===== src/rtl/shjk_pkg.sv =====
package shjk_pkg;
  typedef enum logic [1:0] {
    JK_HOLD   = 2'd0,
    JK_CLEAR  = 2'd1,
    JK_SET    = 2'd2,
    JK_TOGGLE = 2'd3
  } jk_op_e;

  // Decode the J / inverted-K pair into a first-stage operation.
  function automatic jk_op_e jk_decode(input logic j, input logic k_n);
    case ({j, k_n})
      2'b01:   return JK_HOLD;
      2'b00:   return JK_CLEAR;
      2'b11:   return JK_SET;
      default: return JK_TOGGLE;
    endcase
  endfunction

  // Next value of the first stage for a given operation.
  function automatic logic jk_apply(input jk_op_e op, input logic cur);
    case (op)
      JK_HOLD:  return cur;
      JK_CLEAR: return 1'b0;
      JK_SET:   return 1'b1;
      default:  return ~cur;
    endcase
  endfunction
endpackage


===== src/rtl/shjk_head.sv =====
module shjk_head
  import shjk_pkg::*;
(
  input  logic clk,
  input  logic clr_n,
  input  logic shift_en,
  input  logic j,
  input  logic k_n,
  input  logic par_bit,
  output logic q
);
  jk_op_e op;
  logic   jk_next;
  logic   d_next;

  assign op      = jk_decode(j, k_n);
  assign jk_next = jk_apply(op, q);
  assign d_next  = shift_en ? jk_next : par_bit;

  always_ff @(posedge clk or negedge clr_n) begin
    if (!clr_n) q <= 1'b0;
    else        q <= d_next;
  end


  jk_hold_chk: assert property (@(posedge clk) disable iff (!clr_n)
    (shift_en && !j && k_n) |=> (q == $past(q)));

  jk_clear_chk: assert property (@(posedge clk) disable iff (!clr_n)
    (shift_en && !j && !k_n) |=> (q == 1'b0));

  jk_set_chk: assert property (@(posedge clk) disable iff (!clr_n)
    (shift_en && j && k_n) |=> (q == 1'b1));

  jk_toggle_chk: assert property (@(posedge clk) disable iff (!clr_n)
    (shift_en && j && !k_n) |=> (q != $past(q)));
endmodule


===== src/rtl/shjk_cell.sv =====
module shjk_cell (
  input  logic clk,
  input  logic clr_n,
  input  logic shift_en,
  input  logic ser_in,
  input  logic par_bit,
  output logic q
);
  always_ff @(posedge clk or negedge clr_n) begin
    if (!clr_n)        q <= 1'b0;
    else if (shift_en) q <= ser_in;
    else               q <= par_bit;
  end
endmodule


===== src/rtl/shjk_register.sv =====
module shjk_register #(
  parameter int STAGES = 4
) (
  input  logic              clk,
  input  logic              clr_n,
  input  logic              shift_en,
  input  logic              jin,
  input  logic              kin_n,
  input  logic [STAGES-1:0] par_in,
  output logic [STAGES-1:0] q,
  output logic              q_last_n
);
  localparam int LAST = STAGES - 1;

  logic [STAGES-1:0] stage_q;

  shjk_head u_head (
    .clk      (clk),
    .clr_n    (clr_n),
    .shift_en (shift_en),
    .j        (jin),
    .k_n      (kin_n),
    .par_bit  (par_in[0]),
    .q        (stage_q[0])
  );

  for (genvar i = 1; i < STAGES; i++) begin : g_cell
    shjk_cell u_cell (
      .clk      (clk),
      .clr_n    (clr_n),
      .shift_en (shift_en),
      .ser_in   (stage_q[i-1]),
      .par_bit  (par_in[i]),
      .q        (stage_q[i])
    );
  end

  assign q        = stage_q;
  assign q_last_n = ~stage_q[LAST];


  load_chk: assert property (@(posedge clk) disable iff (!clr_n)
    !shift_en |=> (q == $past(par_in)));

  shift_chk: assert property (@(posedge clk) disable iff (!clr_n)
    shift_en |=> (q[LAST:1] == $past(q[LAST-1:0])));

  clear_chk: assert property (@(posedge clk)
    !clr_n |-> (q == '0));
endmodule


===== config.mk =====
export PLATFORM = sky130hd
export DESIGN_NAME = shjk_register
export DESIGN_NICKNAME = d
export VERILOG_FILES = /design/src/rtl/shjk_pkg.sv /design/src/rtl/shjk_head.sv /design/src/rtl/shjk_cell.sv /design/src/rtl/shjk_register.sv
export SDC_FILE = /design/constraint.sdc
export NUM_CORES = 1
export LEC_CHECK = 0
export ABC_AREA = 0
export BUFFER_PORTS_ARGS = -buffer_cell sky130_fd_sc_hd__buf_2
export CAP_MARGIN = 15
export CORE_AREA = 2 2 39 41
export DETAILED_ROUTE_END_ITERATION = 7
export DIE_AREA = 0 0 41 43
export PLACE_DENSITY = 0.39
export SETUP_SLACK_MARGIN = 0.2
export SLEW_MARGIN = 20
export SYNTH_ARGS = -nofsm -noshare
export SYNTH_HDL_FRONTEND = slang
export SYNTH_HIERARCHICAL = 1
export SYNTH_SLANG_ARGS = --single-unit
export TNS_END_PERCENT = 20

===== constraint.sdc =====
create_clock -name clk -period 2.2 [get_ports clk]
set_input_delay 0.44 -clock clk [delete_from_list [all_inputs] [get_ports clk]]
set_output_delay 0.44 -clock clk [all_outputs]
set_load 0.005 [all_outputs]

==> results of run 1 <==
-- logic make-up (layout without fill, tap and decap cells) --
family,after synthesis,after routing,share of synthesized area (%)
adders and majority gates,2,2,11.8
DFF,4,4,47.3
and+or+nand+nor,3,3,6.51
buffers and inverters,2,19,3.55
AOI/OAI and AO/OA,3,3,9.47
muxes,3,3,21.3
-- what timing repair did --
action | CTS | global route
hold buffers | 1 | 0
endpoints found under the hold margin | 2 | 0
endpoints found under the setup margin | 0 | 0
-- worst paths after layout --
path | start | to
setup / recovery | u_head/q | q[0]
hold / removal | par_in[1] | g_cell[1].u_cell/q
setup reg to reg | u_head/q | u_head/q
hold reg to reg | g_cell[1].u_cell/q | g_cell[2].u_cell/q
max in group asynchronous | clr_n | g_cell[2].u_cell/q
min in group asynchronous | clr_n | g_cell[3].u_cell/q
-- Yosys cell counts, drive strengths merged --
master	n	area, µm²
dfrtp	4	100
mux2	3	45.0
ha	2	25.0
inv	2	7.51
nor2	2	7.51
a21o	1	7.51
a21oi	1	5.00
a22oi	1	7.51
nand2b	1	6.26
-- state kept, by name (all words and copies together) (netlist names) --
| name | flops |
|---|---|
| u_head/q | 1 |
| g_cell.u_cell/q | 3 |
-- routing by layer --
layer / global-route usage [%] / vias up / routed length, µm
li1: - / 94 / -
met1: 8.06 / 78 / 212
met2: 9.06 / 14 / 178
met3: 4.71 / 0 / 73
met4: 4.00 / 0 / 0
met5: 0 / - / 0
-- final cells by class --
type	count	share of cell area, %
Sequential cell	4	30.4
Clock buffer	3	6.84
Tap cell	16	6.08
Multi-Input combinational cell	11	31.6
Timing Repair Buffer	14	22.8
Inverter	2	2.28
-- cell usage in the layout (no fill, tap or decap) --
cell type | synthesis | layout
nand2b_1 | 1 | 1
a22oi_1 | 1 | 1
dlygate4sd3_1 | 0 | 1
mux2_4 | 3 | 3
ha_1 | 2 | 2
a21o_1 | 1 | 1
inv_1 | 2 | 2
nor2_1 | 2 | 2
dfrtp_1 | 4 | 4
clkbuf_4 | 0 | 3
a21oi_1 | 1 | 1
buf_2 | 0 | 13
-- per-stage QoR --
stage | util (%) | area, µm² | std cells | hold slack, ns | power (mW)
after floorplan | - | 211 | 17 | 0.144 | 0.108
after global placement | 21.4 | 297 | 46 | 0.245 | 0.129
after detailed placement | 21.4 | 297 | 46 | 0.251 | 0.131
after CTS | 23.8 | 329 | 50 | 0.432 | 0.227
after global routing | 23.8 | 329 | 50 | 0.431 | 0.243
final | 23.8 | 329 | 50 | 0.443 | 0.219
-- power groups by stage --
| stage | clock network (mW) | logic [mW] | registers, mW |
|---|---|---|---|
| 5_1_grt | 0.105 | 0.0498 | 0.0889 |
| 6_report | 0.0882 | 0.0436 | 0.0874 |
| 3_5_place_dp | 0 | 0.0431 | 0.0882 |
| 2_1_floorplan | 0 | 0.0197 | 0.0884 |
| 4_1_cts | 0.0952 | 0.0445 | 0.0874 |
| 3_3_place_gp | 0 | 0.0414 | 0.0872 |
-- worst reg2reg max path, stage by stage (launching register included) --
cell	delay, ns
dfrtp_1	0.40
nor2_1	0.06
a22oi_1	0.16
a21oi_1	0.09
==> run metrics, run 1 <==
Setup Viol. Count Final=0; Vias=186; HPWL Detailed=399 µm; IO buf count=13; CTS max path bufs=2; CTS Sinks=4; DRC Markers=0; depth of the CTS H-tree=1; Pleak=0.186 nW; critical path cell sequence=buf_2; area grow syn2layout=55.6%; Synth Instances=17; max frequency=816 MHz; first-pass GRT wire length=793 µm; delay-heaviest family, CP=flip-flops; reg-to-reg slack, setup=1.37 ns; Buf/Inv on CP=1; layout cells sized above 1=55.9%; Post-Syn Area=211 µm²; register area=100 µm²; period utilisation layout=55.7%; vias in the first global route=214; Die X=41 µm; Final #Nets=47; Crit path required time=1.76 ns; DR vias/cell=3.72; final antenna-violating net count=0; Starting Density=15.3%; RSZ-0062 raised after global routing=false; largest net degree at the start of global routing=6; Slew HR=89.0%; core box area=0.00138 mm²; Worst setup EP type=primary output; CP Max Fanout=4; CP startpoint kind=flip-flop; worst skew pair latency=0.23 ns; Die Y-Extent=43 µm; WHS Path Cells=2; Worst Hold Class=in -> reg; P_int=0.170 mW; Levels on crit path=1; switching share of total power=22.6%; Distinct cells, synth=9; Multi-input gate area=104 µm²; total gr overflow=0; Comb pwr share=19.9%; register area share after synthesis=47.3%; n_diodes=0; setup bufs post-CTS=0; worst slack, placed=0.733 ns; gpl congestion=0.564; antenna violations before repair=0; TritonCTS clock tree=built; I/O Pins=14; Fin Setup TNS=0 ns; Root Driver=clkbuf_4; Final Hold Viols=0; Worst-Margin Slew=0.165 ns; Layout fillers=159; maxcap violations=0; yosys warns=6; flip-flop and latch count after synthesis=4; status=complete, no violations; Sw Pwr=0.0496 mW; WS Path Type=reg -> out; Total Routing Usage GR=6.93%; initial DRC count=0; PostCTS Resize Cnt=0; Max Transition Viols Final=0; Pre-Repair DR Iteration Count=1; Worst Setup Slack, final=0.975 ns; final wirelength=463 µm; CTS Buf Count=3; Power Density=666 mW/mm²; Die ar.=0.00176 mm²; maximum vdd drop=152 µV; CP Data Arrival Time=0.79 ns; final worst path period need=1.23 ns; Worst-path clk slew=0.04 ns; Clk network pwr share=40.2%; DR WL/cell=9.26 µm; post-synth net total=28; crit-path max cell delay=0.41 ns; r2r worst-path depth=3; Max Clock Skew=0.00605 ns; CP max stage cell=dfrtp_1; sequential power share=39.9%; Syn Area/Cell=12.4 µm²; cell row count=14
(Power assumes the default switching activity.)
==> run 2: changes to the inputs <==
==> constraint.sdc (replaced) <==
create_clock -name clk -period 1.2 [get_ports clk]
set_input_delay 0.24 -clock clk [delete_from_list [all_inputs] [get_ports clk]]
set_output_delay 0.24 -clock clk [all_outputs]
set_load 0.005 [all_outputs]
==> run 2 against run 1 <==
Against the previous run:
- sequential share of layout area fell by 1.7 points
- critical path type unchanged
- cell count is 2.0% higher
- sequential cell count unchanged
- largest power group unchanged
- sequential power rose by 81%
- register-to-register slack lost 1.1 ns
- critical path depth is the same
- worst setup slack worse by 0.76 ns
- worst hold slack worse by 0.20 ns
- die area unchanged
- clock-buffer cell count stayed put
==> run metrics, run 2 (synthesis gave the netlist of run 1 again) <==
final antenna-violating net count=0 (unchanged); maxcap violations=0 (unchanged); Max Clock Skew=0.00199 ns (was 0.00605 ns); initial DRC count=0 (unchanged); CP startpoint kind=flip-flop (unchanged); area grow syn2layout=65.1% (was 55.6%); TritonCTS clock tree=built (unchanged); largest net degree at the start of global routing=6 (unchanged); Worst setup EP type=primary output (unchanged); final wirelength=557 µm (was 463 µm); CTS Buf Count=3 (unchanged); antenna violations before repair=0 (unchanged); CTS Sinks=4 (unchanged); Max Transition Viols Final=0 (unchanged); Final Hold Viols=0 (unchanged); gpl congestion=0.544 (was 0.564); maximum vdd drop=352 µV (was 152 µV); Die Y-Extent=43 µm (unchanged); Critical Path End=q[0] (unchanged); first-pass GRT wire length=855 µm (was 793 µm); Fin Setup TNS=0 ns (unchanged); DR WL/cell=10.9 µm (was 9.26 µm); RSZ-0062 raised after global routing=true (was false); Buf/Inv on CP=1 (unchanged); Layout fillers=157 (was 159); Die ar.=0.00176 mm² (unchanged); Pre-Repair DR Iteration Count=1 (unchanged); Critical R2R Capture=u_head/q (unchanged); Power Density=1220 mW/mm² (was 666 mW/mm²); core box area=0.00138 mm² (unchanged); r2r worst-path depth=3 (unchanged); HPWL Detailed=452 µm (was 399 µm); Die X=41 µm (unchanged); CP Max Fanout=2 (was 4); Worst-path clk slew=0.04 ns (about the same); PostCTS Resize Cnt=0 (unchanged); max reg flops=3 (unchanged); total gr overflow=0 (unchanged); n_diodes=0 (unchanged); status=complete, no violations (unchanged); commonest non-fill, non-tap cell in the layout=buf_2 (unchanged); Crit path required time=0.96 ns (was 1.76 ns); register area=100 µm² (unchanged); Starting Density=15.3% (unchanged); Root Driver=clkbuf_4 (unchanged); delay-heaviest family, CP=flip-flops (unchanged); Multi-input gate area=116 µm² (was 104 µm²); Final #Nets=48 (was 47); biggest regs=g_cell.u_cell/q: 3 flops, u_head/q: 1 flops (unchanged); Critical Path Start=u_head/q (unchanged); max frequency=1010 MHz; Levels on crit path=1 (unchanged); Slew HR=88.6% (was 89.0%); CP max stage cell=dfrtp_1 (unchanged); worst slack, placed=0.0312 ns (was 0.733 ns); CTS max path bufs=2 (unchanged); DR vias/cell=3.75 (was 3.72); Worst Setup Slack, final=0.212 ns (was 0.975 ns); worst skew pair latency=0.24 ns (was 0.23 ns); final worst path period need=0.988 ns; depth of the CTS H-tree=1 (unchanged); critical path cell sequence=buf_2 (unchanged); period utilisation layout=82.4%; Worst-Margin Slew=0.172 ns (was 0.165 ns); layout cells sized above 1=62.9% (was 55.9%); Worst Hold Class=in -> reg (unchanged); crit-path max cell delay=0.38 ns (was 0.41 ns); Vias=191 (was 186); most flop-heavy register=g_cell.u_cell/q (unchanged); DRC Markers=0 (unchanged); WS Path Type=reg -> out (unchanged); RR Startpoint=u_head/q (unchanged); Setup Viol. Count Final=0 (unchanged); reg-to-reg slack, setup=0.28 ns (was 1.37 ns); Pleak=0.189 nW (was 0.186 nW); Total Routing Usage GR=7.85% (was 6.93%); cell row count=14 (unchanged); I/O Pins=14 (unchanged); most frequent cells in the layout=buf_2 (13), dfrtp_1 (4), clkbuf_4 (3), mux2_4 (3), nor2_1 (2) (was buf_2 (13), dfrtp_1 (4), clkbuf_4 (3), mux2_4 (3)); CP Data Arrival Time=0.75 ns (was 0.79 ns); IO buf count=13 (unchanged); vias in the first global route=208 (was 214)
-- run 2: repair_timing --
| item | CTS | global route |
|---|---|---|
| setup endpoints to repair | 1 | 5 |
| endpoints found under the hold margin | 4 | 0 |
| pin swaps | 0 | 0 |
| setup buffers | 1 | 0 |
| cloned | 0 | 0 |
| hold buffers | 1 | 0 |
-- run 2: layout make-up --
type | instances | share of cell area [%]
multi-input cells | 11 | 33.3
repair buffers | 15 | 23.7
flip-flops and latches | 4 | 28.7
well taps | 16 | 5.73
inverters | 2 | 2.15
clock buffers | 3 | 6.45
-- run 2: power breakdown --
part           internal [mW]  leakage [nW]  switching, mW
Clock                  0.112        0.0138         0.0597
Combinational         0.0571         0.129         0.0379
Sequential             0.150        0.0465        0.00757
Total                  0.319         0.189          0.105
-- run 2: worst min-delay path by stage --
stage               slack [ns]  cells past startpoint      start                 end
finish                    0.24                      2  par_in[1]  g_cell[1].u_cell/q
global route              0.24                      2  par_in[1]  g_cell[1].u_cell/q
CTS                       0.23                      2  par_in[1]  g_cell[1].u_cell/q
detailed placement        0.05                      1      clr_n  g_cell[2].u_cell/q
global placement          0.04                      1      clr_n  g_cell[3].u_cell/q
floorplan                -0.06                      0      clr_n  g_cell[1].u_cell/q
-- run 2: per-layer routing --
layer  GRT usage [%]  routed length, µm  vias up
li1                -                  -       93
met1            7.14                196       84
met2            12.5                265       14
met3            3.66                 95        0
met4            6.00                  0        0
met5               0                  0        -
-- run 2: per-stage QoR --
step | std cells | util (%) | area [µm²] | power (mW) | hold WS, ns
after floorplan | 17 | - | 224 | 0.201 | -0.0556
after global placement | 46 | 22.3 | 309 | 0.241 | 0.0437
after detailed placement | 46 | 22.3 | 309 | 0.247 | 0.0505
after CTS | 51 | 25.2 | 349 | 0.439 | 0.229
after global routing | 51 | 25.2 | 349 | 0.456 | 0.236
final | 51 | 25.2 | 349 | 0.425 | 0.239
